[src/rtl/tfetch_pkg.sv]
package tfetch_pkg;

  localparam int NUM_UNITS = 3;
  localparam int UNIT_ALU  = 0;
  localparam int UNIT_MDU  = 1;
  localparam int UNIT_LSU  = 2;

  typedef enum logic [1:0] {
    CLS_OTHER = 2'd0,
    CLS_ALU   = 2'd1,
    CLS_MDU   = 2'd2,
    CLS_LSU   = 2'd3
  } slotClass_e;

  typedef struct packed {
    logic loadGrp;
    logic takeTc;
    logic redirect;
  } fetchStrobe_t;

endpackage

[src/rtl/tfetch_predecode.sv]
module tfetch_predecode
  import tfetch_pkg::*;
#(
  parameter int INSTR_W = 16
) (
  input  logic [INSTR_W-1:0] instr,
  input  logic               slotOk,
  output slotClass_e         cls
);

  logic isMdu;
  logic isLsu;
  logic isAlu;

  always_comb begin
    isMdu = (instr[15:6] == 10'b0100001101);
    isLsu = (instr[15:11] == 5'b01001) ||
            (instr[15:12] == 4'h5) || (instr[15:12] == 4'h6) ||
            (instr[15:12] == 4'h7) || (instr[15:12] == 4'h8) ||
            (instr[15:12] == 4'h9) || (instr[15:12] == 4'hC);
    isAlu = (instr[15:14] == 2'b00) ||
            ((instr[15:11] == 5'b01000) && !isMdu) ||
            (instr[15:12] == 4'hA) ||
            (instr[15:8] == 8'hB0);
  end

  always_comb begin
    if (!slotOk)     cls = CLS_OTHER;
    else if (isMdu)  cls = CLS_MDU;
    else if (isLsu)  cls = CLS_LSU;
    else if (isAlu)  cls = CLS_ALU;
    else             cls = CLS_OTHER;
  end

endmodule

[src/rtl/tfetch_ctrl.sv]
module tfetch_ctrl
  import tfetch_pkg::*;
(
  input  logic         clk,
  input  logic         rstN,
  input  logic         grpValid,
  input  logic         decReady,
  input  logic         redirValid,
  input  logic         tcHit,
  output fetchStrobe_t strobe,
  output logic         tcLookupEn
);

  logic coldStart;

  always_comb begin
    strobe.redirect = redirValid;
    strobe.loadGrp  = !redirValid && (!grpValid || decReady);
    strobe.takeTc   = tcHit && !coldStart;
    tcLookupEn      = !coldStart;
  end

  always_ff @(posedge clk) begin
    if (!rstN) begin
      coldStart <= 1'b1;
    end else if (strobe.loadGrp) begin
      coldStart <= 1'b0;
    end
  end

endmodule

[src/rtl/tfetch_dp.sv]
module tfetch_dp
  import tfetch_pkg::*;
#(
  parameter int              ADDR_W   = 32,
  parameter logic [ADDR_W-1:0] RESET_PC = 32'h0000_0100,
  parameter int              SLOTS    = 4,
  parameter int              INSTR_W  = 16
) (
  input  logic                  clk,
  input  logic                  rstN,
  input  fetchStrobe_t          strobe,
  input  logic [ADDR_W-1:0]     redirPc,
  input  logic [SLOTS*INSTR_W-1:0] imemData,
  input  logic [SLOTS*INSTR_W-1:0] tcData,
  input  logic [ADDR_W-1:0]     tcNextPc,
  output logic [ADDR_W-1:0]     pc,
  output logic [ADDR_W-1:0]     imemAddr,
  output logic                  grpValid,
  output logic [SLOTS*INSTR_W-1:0] grpInstr,
  output logic [SLOTS-1:0]      grpSlotValid,
  output logic [2*SLOTS-1:0]    grpClass,
  output logic                  grpFromTc,
  output logic [ADDR_W-1:0]     grpPc,
  output logic [NUM_UNITS-1:0]  unitReq
);

  localparam int GROUP_W = SLOTS * INSTR_W;
  localparam int BYTES   = GROUP_W / 8;
  localparam int OFS_W   = $clog2(BYTES);
  localparam int IDX_W   = $clog2(SLOTS);

  logic [ADDR_W-1:0]  alignedPc;
  logic [IDX_W-1:0]   startSlot;
  logic [GROUP_W-1:0] srcData;
  logic [SLOTS-1:0]   slotOk;
  slotClass_e         slotCls [SLOTS];
  logic [2*SLOTS-1:0] clsFlat;
  logic [NUM_UNITS-1:0] reqNext;
  logic [ADDR_W-1:0]  nextPc;

  always_comb begin
    alignedPc = {pc[ADDR_W-1:OFS_W], {OFS_W{1'b0}}};
    startSlot = pc[1 +: IDX_W];
    srcData   = strobe.takeTc ? tcData : imemData;
    nextPc    = strobe.takeTc ? {tcNextPc[ADDR_W-1:1], 1'b0}
                              : alignedPc + ADDR_W'(BYTES);
  end

  assign imemAddr = alignedPc;

  for (genvar i = 0; i < SLOTS; i++) begin : g_slot
    assign slotOk[i] = strobe.takeTc || (IDX_W'(i) >= startSlot);

    tfetch_predecode #(.INSTR_W(INSTR_W)) u_pre (
      .instr  (srcData[i*INSTR_W +: INSTR_W]),
      .slotOk (slotOk[i]),
      .cls    (slotCls[i])
    );

    assign clsFlat[2*i +: 2] = slotCls[i];
  end

  always_comb begin
    reqNext = '0;
    for (int i = 0; i < SLOTS; i++) begin
      unique case (slotCls[i])
        CLS_ALU: reqNext[UNIT_ALU] = 1'b1;
        CLS_MDU: reqNext[UNIT_MDU] = 1'b1;
        CLS_LSU: reqNext[UNIT_LSU] = 1'b1;
        default: ;
      endcase
    end
  end

  always_ff @(posedge clk) begin
    if (!rstN) begin
      pc           <= RESET_PC;
      grpValid     <= 1'b0;
      grpInstr     <= '0;
      grpSlotValid <= '0;
      grpClass     <= '0;
      grpFromTc    <= 1'b0;
      grpPc        <= '0;
      unitReq      <= '0;
    end else if (strobe.redirect) begin
      pc           <= {redirPc[ADDR_W-1:1], 1'b0};
      grpValid     <= 1'b0;
      grpSlotValid <= '0;
      grpClass     <= '0;
      unitReq      <= '0;
    end else if (strobe.loadGrp) begin
      pc           <= nextPc;
      grpValid     <= 1'b1;
      grpInstr     <= srcData;
      grpSlotValid <= slotOk;
      grpClass     <= clsFlat;
      grpFromTc    <= strobe.takeTc;
      grpPc        <= pc;
      unitReq      <= reqNext;
    end
  end

endmodule

[src/rtl/trace_fetch_sel.sv]
module trace_fetch_sel
  import tfetch_pkg::*;
#(
  parameter int                ADDR_W   = 32,
  parameter logic [ADDR_W-1:0] RESET_PC = 32'h0000_0100,
  parameter int                SLOTS    = 4,
  parameter int                INSTR_W  = 16
) (
  input  logic                     clk,
  input  logic                     rstN,
  output logic [ADDR_W-1:0]        imemAddr,
  input  logic [SLOTS*INSTR_W-1:0] imemData,
  output logic                     tcLookupEn,
  output logic [ADDR_W-1:0]        tcLookupAddr,
  input  logic                     tcHit,
  input  logic [SLOTS*INSTR_W-1:0] tcData,
  input  logic [ADDR_W-1:0]        tcNextPc,
  input  logic                     redirValid,
  input  logic [ADDR_W-1:0]        redirPc,
  output logic                     grpValid,
  input  logic                     decReady,
  output logic [SLOTS*INSTR_W-1:0] grpInstr,
  output logic [SLOTS-1:0]         grpSlotValid,
  output logic [2*SLOTS-1:0]       grpClass,
  output logic                     grpFromTc,
  output logic [ADDR_W-1:0]        grpPc,
  output logic [NUM_UNITS-1:0]     unitReq
);

  fetchStrobe_t strobe;
  logic [ADDR_W-1:0] pc;

  tfetch_ctrl u_ctrl (
    .clk        (clk),
    .rstN       (rstN),
    .grpValid   (grpValid),
    .decReady   (decReady),
    .redirValid (redirValid),
    .tcHit      (tcHit),
    .strobe     (strobe),
    .tcLookupEn (tcLookupEn)
  );

  tfetch_dp #(
    .ADDR_W   (ADDR_W),
    .RESET_PC (RESET_PC),
    .SLOTS    (SLOTS),
    .INSTR_W  (INSTR_W)
  ) u_dp (
    .clk          (clk),
    .rstN         (rstN),
    .strobe       (strobe),
    .redirPc      (redirPc),
    .imemData     (imemData),
    .tcData       (tcData),
    .tcNextPc     (tcNextPc),
    .pc           (pc),
    .imemAddr     (imemAddr),
    .grpValid     (grpValid),
    .grpInstr     (grpInstr),
    .grpSlotValid (grpSlotValid),
    .grpClass     (grpClass),
    .grpFromTc    (grpFromTc),
    .grpPc        (grpPc),
    .unitReq      (unitReq)
  );

  assign tcLookupAddr = pc;

endmodule

[config.mk]
export PLATFORM = sky130hd
export DESIGN_NAME = trace_fetch_sel
export DESIGN_NICKNAME = d
export VERILOG_FILES = /design/src/rtl/tfetch_pkg.sv /design/src/rtl/tfetch_predecode.sv /design/src/rtl/tfetch_ctrl.sv /design/src/rtl/tfetch_dp.sv /design/src/rtl/trace_fetch_sel.sv
export SDC_FILE = /design/constraint.sdc
export NUM_CORES = 1
export LEC_CHECK = 0
export ABC_CLOCK_PERIOD_IN_PS = 2100
export BUFFER_PORTS_ARGS = -buffer_cell sky130_fd_sc_hd__buf_2
export CAP_MARGIN = 20
export CORE_MARGIN = 4
export CORE_UTILIZATION = 41
export CTS_BUF_LIST = sky130_fd_sc_hd__clkbuf_4 sky130_fd_sc_hd__clkbuf_8 sky130_fd_sc_hd__clkbuf_16
export DETAILED_ROUTE_END_ITERATION = 10
export HOLD_SLACK_MARGIN = 0.15
export PLACE_DENSITY = 0.75
export SLEW_MARGIN = 20
export SYNTH_ARGS = -nofsm -noshare
export SYNTH_HDL_FRONTEND = slang
export SYNTH_SLANG_ARGS = --single-unit
export TNS_END_PERCENT = 1
[constraint.sdc]
create_clock -name clk -period 2.1 [get_ports clk]
set_clock_uncertainty 0.1 [all_clocks]
set_input_delay 0.315 -clock clk [delete_from_list [all_inputs] [get_ports clk]]
set_output_delay 0.315 -clock clk [all_outputs]
set_load 0.02 [all_outputs]
## Word level (Yosys, flattened, before mapping)

Index checks and enable logic that the tools add are counted.

- Output and inout port bits: 178
- Word-level logic and storage cells: 166
- Register bits after elaboration: 146

- Muxes and demuxes: 32
- Order comparisons: 4
- Equality and inequality tests: 56
- Reductions and logical operators: 61
- Add/subtract/negate cells: 1
- Bitwise operators: 2

Operators by type and width:

| operator | number |
|---|---|
| $mux W32 | 3 |
| $eq A4 B4 Y1 const B | 16 |
| $mux W64 | 1 |
| $eq A4 B3 Y1 const B | 12 |
| $logic_or A1 B1 Y1 | 41 |
| $eq A10 B9 Y1 const B | 4 |
| $eq A5 B4 Y1 const B | 8 |
| $add A32 B4 Y32 const B | 1 |
| $eq A8 B8 Y1 const B | 4 |
| $mux W2 | 12 |
| $eq A2 B2 Y1 const B | 8 |
| $mux W1 | 16 |
| $eq A2 B1 Y1 const B | 4 |
| $logic_not A2 Y1 | 4 |
| $logic_not A1 Y1 | 7 |
| $logic_and A1 B1 Y1 | 6 |
| $ge A1 B2 Y1 const A | 2 |
| $ge A2 B2 Y1 const A | 2 |
| $not A1 Y1 | 2 |
| $reduce_and A2 Y1 | 1 |
| $reduce_bool A2 Y1 | 1 |
| $reduce_or A2 Y1 | 1 |

## Logic depth before layout (Yosys ltp)

Gate-level depths: netlist of run 1.

- Word-level depth: 18
- Mapped depth: 8
- Mapped depth without buffers: 7

## Modules after synthesis

From an unflattened synthesis of run 1, not the netlist that was laid out.

- Cell total of the unflattened synthesis: 938
- Area total of the unflattened synthesis: 7447.1 um2

By module, submodules not included:

| module | cells each | sequential area each (um2) | area an instance (um2) | instances |
|---|---|---|---|---|
| tfetch_dp | 877 | 2842.7 | 7024.2 | 1 |
| tfetch_predecode | 13 | 0.0 | 90.1 | 4 |
| tfetch_ctrl | 9 | 20.0 | 62.6 | 1 |

## Worst setup path after synthesis of run 1

No wires, ideal clock.

- Path type: register to register
- Start point: register u_dp.pc[3]
- End point: register u_dp.pc[31]
- Buffers on the path: 0
- Data arrival time: 2.046 ns
- Cell stages (with the launch flop): 8
- Slack: -0.167 ns
- Period minus slack after synthesis: 2.267 ns
- Setup time: 0.121 ns
- Required time: 1.879 ns
- Cells stage by stage: dfxtp_1 -> ha_1 -> nand4_1 -> nor3_4 -> nand4_4 -> or4_1 -> a21oi_1 -> o21ai_1

- Longest elaborated chain between the ends: 4

Ends and longest elaborated chain:

| element | RTL line | source |
|---|---|---|
| start: declaration | tfetch_dp.sv:16 | `output logic [ADDR_W-1:0] pc,` |
| start signal: assignment | tfetch_dp.sv:86 | `pc <= {redirPc[ADDR_W-1:1], 1'b0};` |
| start signal: assignment | tfetch_dp.sv:92 | `pc <= nextPc;` |
| $add A32 B4 Y32 | tfetch_dp.sv:46 | `: alignedPc + ADDR_W'(BYTES);` |
| $mux W32 | tfetch_dp.sv:45 | `nextPc = strobe.takeTc ? {tcNextPc[ADDR_W-1:1], 1'b0}` |
| $mux W32 | tfetch_dp.sv:91 | `end else if (strobe.loadGrp) begin` |
| $mux W32 | tfetch_dp.sv:85 | `end else if (strobe.redirect) begin` |

Every way passes these cells. The select of a mux whose other input is x is not followed.
A chain may end at the register's enable or synchronous reset.

==> flow_metrics.tcl, run 1 <==
set metrics [dict create \
    status "complete, no violations" \
    track_usage_pct 26.7 \
    final_common_cell "buf_2" \
    cp-end-kind "register" \
    hold_violations 0 \
    h-tree-depth 4 \
    gp_congestion 0.860 \
    synth-edff-count 0 \
    fp.dieW_um 146 \
    final_core_util_pct 61.7 \
    antenna_found_initial 1 \
    via_per_inst 5.60 \
    fill_cells 1640 \
    wire_per_inst_um 18.1 \
    drtPass1Iterations 5 \
    cts_made_buffers 17 \
    cts_max_path_buffers 2 \
    ys_warn_count 0 \
    cellLeakagePower_uw 0.00591 \
    hp-class "primary input to register" \
    numPortBuffers 367 \
    critPathRequiredTime_ns 2.31 \
    setup_viol_count_final 0 \
    path_cells "nor2b_2, nor2_4, buf_12, buf_4, nand3_1, o211a_1, dlygate4sd3_1" \
    dieArea_um2 21300 \
    clk_pin_slew_worst_paths_ns 0.06 \
    ys_ff_latch 143 \
    synth_area_leaders "dfxtp_1 (37%), nand2_1 (11%), o211a_1 (8.7%)" \
    die_h_um 146 \
    grt-ovfl-total 0 \
    design.core.area_um2 18700 \
    async_flop_share_pct 0 \
    arrival_ns 2.24 \
    p_sw_uw 2420 \
    fin_crit_sh_pct 97.0 \
    fin_nets 1622 \
    crit_type "register to register" \
    grt_max_degree 129 \
    power.total_uw 8230 \
    cp_max_fo 16 \
    num_vias 9356 \
    syn-cell-area_um2 7800 \
    worstSetupStartpointType "register" \
    drt_iter0_markers 502 \
    most-common-layout-cells "buf_2 (366), nand2_1 (235), dfxtp_1 (134), nand3_1 (83), dlygate4sd3_1 (74)" \
    synth_top_cell_by_area "dfxtp_1" \
    drive_above_1_share_pct 35.8 \
    drv_slew 0 \
    cts_tree "done" \
    synthCells 998 \
    area_delta_synth_final_pct 48.0 \
    post-dp-hpwl_mm 21.1 \
    synth_top_area_share_pct 36.7 \
    drc 0 \
    antenna_left 0 \
    p_per_area_nw_per_um2 713 \
    period_minus_slack_ns 2.04 \
    switching_share_pct 29.4 \
    clkPwrFrac_pct 40.4 \
    synth_cell_type_count 77 \
    maxCapViolCount 0 \
    ys_seq_area_share_pct 36.7 \
    ys.flop_type "dfxtp_1" \
    cts_root_buffer "clkbuf_16" \
    rsz0062_at_grt "true" \
    grt_pass1_vias 8977 \
    sequentialPowerShare_pct 36.7 \
    grt_pass1_wl_mm 46.8 \
    slew_headroom_pct 54.6 \
    cts_sinks 143 \
    start_util_pct 41.7 \
    fmax_mhz 491 \
    peakVddDrop_mv 0.587 \
    cpMaxStageDelayCell "dlygate4sd3_1" \
    clock_latency_ns 0.43 \
    max_stage_delay_ns 0.55 \
    core.rowCount 50 \
    combPwrFrac_pct 22.9 \
    drt_wl_total_mm 30.2 \
    worst_pin_slew_ns 0.679 \
    intPower_uw 5810 \
    io_pins 375 \
    syn_avg_cell_area_um2 7.82 \
]
worst paths after layout:
path,start,cells past startpoint,slack [ns],to
max reg2reg,u_dp.grpSlotValid[3],7,0.06,u_dp.grpInstr[48]
min,tcData[32],4,0.16,u_dp.grpInstr[32]
max,u_dp.grpSlotValid[3],7,0.06,u_dp.grpInstr[48]
min reg2reg,u_dp.grpClass[0],2,0.35,u_dp.grpClass[0]
cells by family (layout without fill, tap and decap cells):
logic type | Yosys count | after routing | synth area share [%]
compound gates | 287 | 287 | 27.9
buf+inv | 125 | 559 | 7.97
xor+xnor | 7 | 7 | 0.786
flops | 143 | 143 | 36.7
mux | 7 | 7 | 0.930
simple gates | 427 | 427 | 25.5
other cells | 1 | 6 | 0.0481
fa+ha+maj | 1 | 1 | 0.160
metal layers:
| metal | vias to the layer above | share of wire [%] | GRT usage, % |
|---|---|---|---|
| met1 | 4374 | 39 | 30.9 |
| met2 | 488 | 49 | 47.3 |
| met4 | 0 | 3.2 | 10.9 |
| met5 | - | 0 | 0 |
| li1 | 4430 | - | - |
| met3 | 64 | 8.7 | 6.29 |
synthesized netlist by cell type (6+ instances only):
cell type  instances
o211ai_1          10
buf_1              7
nor4bb_1           7
dfxtp_1          143
inv_1             12
a21oi_1           41
nor3_1            12
a31oi_1           13
nor2_1            31
o31ai_1            6
o41ai_1            6
or3_1              6
buf_4             36
o21a_1             7
and3_1             6
xor2_1             6
a21boi_0          35
nor2b_1           10
nand2_1          236
o221ai_1           7
nand3_1           83
clkbuf_1          55
o21ai_0           41
o211a_1           68
buf_2             13
area by class of cell:
class | instances | area (um^2) | share of cell area, %
Antenna cell | 1 | 2.50 | 0.0217
Clock buffer | 22 | 482 | 4.17
Clock inverter | 9 | 158 | 1.37
Inverter | 13 | 48.8 | 0.423
Multi-Input combinational cell | 734 | 4430 | 38.3
Sequential cell | 143 | 2880 | 24.9
Tap cell | 234 | 293 | 2.54
Timing Repair Buffer | 515 | 3260 | 28.2
per-stage QoR:
stage          instances  hold slack (ns)  cell area (um^2)  TNS (ns)  setup slack (ns)
4_1_cts             1665            0.150             11400         0           0.00178
5_1_grt             1671            0.165             11500   -0.0586           -0.0408
3_5_place_dp        1560            0.346             10000         0            0.0226
3_3_place_gp        1560            0.340             10000         0            0.0456
2_1_floorplan       1002            0.352              7860         0            0.0158
6_report            1671            0.161             11500         0            0.0636
power groups by stage:
stage | sequential (uW) | clock, uW | combinational, uW
final | 3020 | 3320 | 1890
after global routing | 3040 | 3490 | 2040
after CTS | 3020 | 3360 | 1850
after detailed placement | 3080 | 0 | 1730
after global placement | 3070 | 0 | 1710
after floorplan | 3320 | 0 | 763
registers in the layout, indices dropped and copies added (netlist names):
register / cells
u_ctrl.coldStart: 1
u_dp.grpClass: 8
u_dp.unitReq: 3
u_dp.grpPc: 31
u_dp.grpInstr: 64
u_dp.grpSlotValid: 4
u_dp.grpFromTc: 1
u_dp.pc: 31
critical path: cells and delay by family (launching register included):
family                 cells  cell delay, ns
buffers and inverters      3            0.92
flip-flops                 1            0.31
AO/OA/AOI/OAI              1            0.13
AND/OR/NAND/NOR            3            0.44
timing repair:
| item | CTS | global route |
|---|---|---|
| resized for setup | 0 | 11 |
| hold endpoints to repair | 51 | 0 |
| buffers inserted | 0 | 3 |
| setup endpoints to repair | 0 | 13 |
| hold buffers | 74 | 0 |
Power figures use the tool's default switching activity.
==> inputs of run 2 (changes only) <==
- CORE_AREA: default -> 4 4 144 146
- CORE_MARGIN: 4 -> default
- CORE_UTILIZATION: 41 -> default
- CTS_BUF_LIST: sky130_fd_sc_hd__clkbuf_4 sky130_fd_sc_hd__clkbuf_8 sky130_fd_sc_hd__clkbuf_16 -> sky130_fd_sc_hd__clkbuf_16
- DIE_AREA: default -> 0 0 148 150
- PLACE_DENSITY: 0.75 -> 0.74
- SKIP_CTS_REPAIR_TIMING: default -> 1
==> flow_metrics.tcl, run 2 (synthesis results as in run 1) <==
set metrics [dict create \
    worst_pin_slew_ns 0.635 \
    rsz0062_at_grt "false" \
    maxCapViolCount 0 \
    grt_max_degree 67 \
    drt_iter0_markers 488 \
    combPwrFrac_pct 23.1 \
    switching_share_pct 30.8 \
    track_usage_pct 24.8 \
    fill_cells 1829 \
    met3_usage_pct 6.66 \
    period_minus_slack_ns 1.99 \
    finalSetupTns_ns 0 \
    post-dp-hpwl_mm 21.8 \
    critPathRequiredTime_ns 2.30 \
    peakVddDrop_mv 0.516 \
    drc 0 \
    arrival_ns 2.19 \
    fin_crit_sh_pct 94.7 \
    seq_area_um2 2880 \
    clk_pin_slew_worst_paths_ns 0.06 \
    area_delta_synth_final_pct 41.6 \
    intPower_uw 5380 \
    p_sw_uw 2400 \
    drv_slew 0 \
    crit_type "register to register" \
    fmax_mhz 503 \
    multiInputGateArea_um2 4430 \
    cp_max_fo 5 \
    drtPass1Iterations 5 \
    fin_cells 1658 \
    worstSetupStartpointType "register" \
    grt-ovfl-total 0 \
    num_vias 9035 \
    cts_tree "done" \
    numPortBuffers 367 \
    setup_viol_count_final 0 \
    dpl.cell_count 1589 \
    largest_register_ffs 64 \
    busiest_layer "met2" \
    cts_sinks 143 \
    grt_pass1_wl_mm 44.3 \
    grt_pass1_vias 8479 \
    cts_made_buffers 17 \
    hold_violations 0 \
    final_common_cell "buf_2" \
    regMostFlops "u_dp.grpInstr" \
    fp.dieW_um 148 \
    cts_max_path_buffers 2 \
    clock_latency_ns 0.42 \
    h-tree-depth 4 \
    gp_congestion 0.871 \
    status "complete, no violations" \
    p_per_area_nw_per_um2 704 \
    antenna_found_initial 1 \
    cts_root_buffer "clkbuf_16" \
    drive_above_1_share_pct 36.6 \
    antenna_left 0 \
    cellLeakagePower_uw 0.00567 \
    met2_usage_pct 43.3 \
    design.core.area_um2 19400 \
    wire_per_inst_um 17.7 \
    reg_top3 "u_dp.grpInstr (64), u_dp.grpPc (31), u_dp.pc (31)" \
    drt_wl_total_mm 29.4 \
    via_per_inst 5.45 \
    io_pins 375 \
    cp-end-kind "register" \
    hp-class "primary input to register" \
    dieArea_um2 22200 \
    grt.met1_usage_pct 29.6 \
    start_util_pct 40.2 \
    core.rowCount 51 \
    die_h_um 150 \
    slew_headroom_pct 57.7 \
    sequentialPowerShare_pct 38.9 \
    fin_nets 1578 \
    most-common-layout-cells "buf_2 (366), nand2_1 (234), dfxtp_1 (134), nand3_1 (83), o211a_1 (68)" \
    clkPwrFrac_pct 38.0 \
]
-- run 2: power by group through the flow --
stage	combinational, uW	sequential [uW]	clock [uW]
global route	1950	3050	3170
floorplan	763	3320	0
finish	1800	3030	2960
global placement	1700	3070	0
detailed placement	1720	3080	0
CTS	1730	3020	3040
-- run 2: cell type report --
type | instances | share of cell area [%]
clock buffers | 17 | 3.85
flip-flops and latches | 143 | 26.1
clock inverters | 14 | 1.29
diodes | 1 | 0.0227
inverters | 13 | 0.442
repair buffers | 470 | 25.2
well taps | 265 | 3.00
multi-input cells | 735 | 40.1
-- run 2: per-stage QoR --
step	hold WS [ns]	worst slack (ns)	total power (uW)	util [%]	instance area [um^2]
final	0.135	0.112	7780	57.0	11000
after global routing	0.150	0.0247	8170	57.0	11000
after CTS	0.00793	-0.0497	7790	54.7	10600
after detailed placement	0.352	-0.0405	4800	51.8	10000
after global placement	0.343	0.0508	4770	51.8	10000
after floorplan	0.352	0.0158	4090	-	7860
-- run 2: path summary, 6_finish.rpt --
kind	depth (start not counted)	from	to	slack, ns
worst max-delay path	7	u_dp.pc[3]	u_dp.pc[31]	0.11
worst min-delay path	3	redirPc[11]	u_dp.pc[11]	0.14
worst min register to register	2	u_dp.grpSlotValid[0]	u_dp.grpSlotValid[0]	0.36
worst max register to register	7	u_dp.pc[3]	u_dp.pc[31]	0.11
-- run 2: routing by layer --
metal  vias up  share of wire, %
met1      4232                40
li1       4336                 -
met4         0               2.8
met5         -                 0
met3        53               8.0
met2       414                49
-- run 2: worst max-delay path, cell delays in order (launching register included) --
cell and delay (ns):
dfxtp_4 0.36, ha_4 0.15, nand4_1 0.17, nor3_4 0.28, nand4_4 0.13, or4_4 0.45, a21oi_2 0.17, o21ai_1 0.07
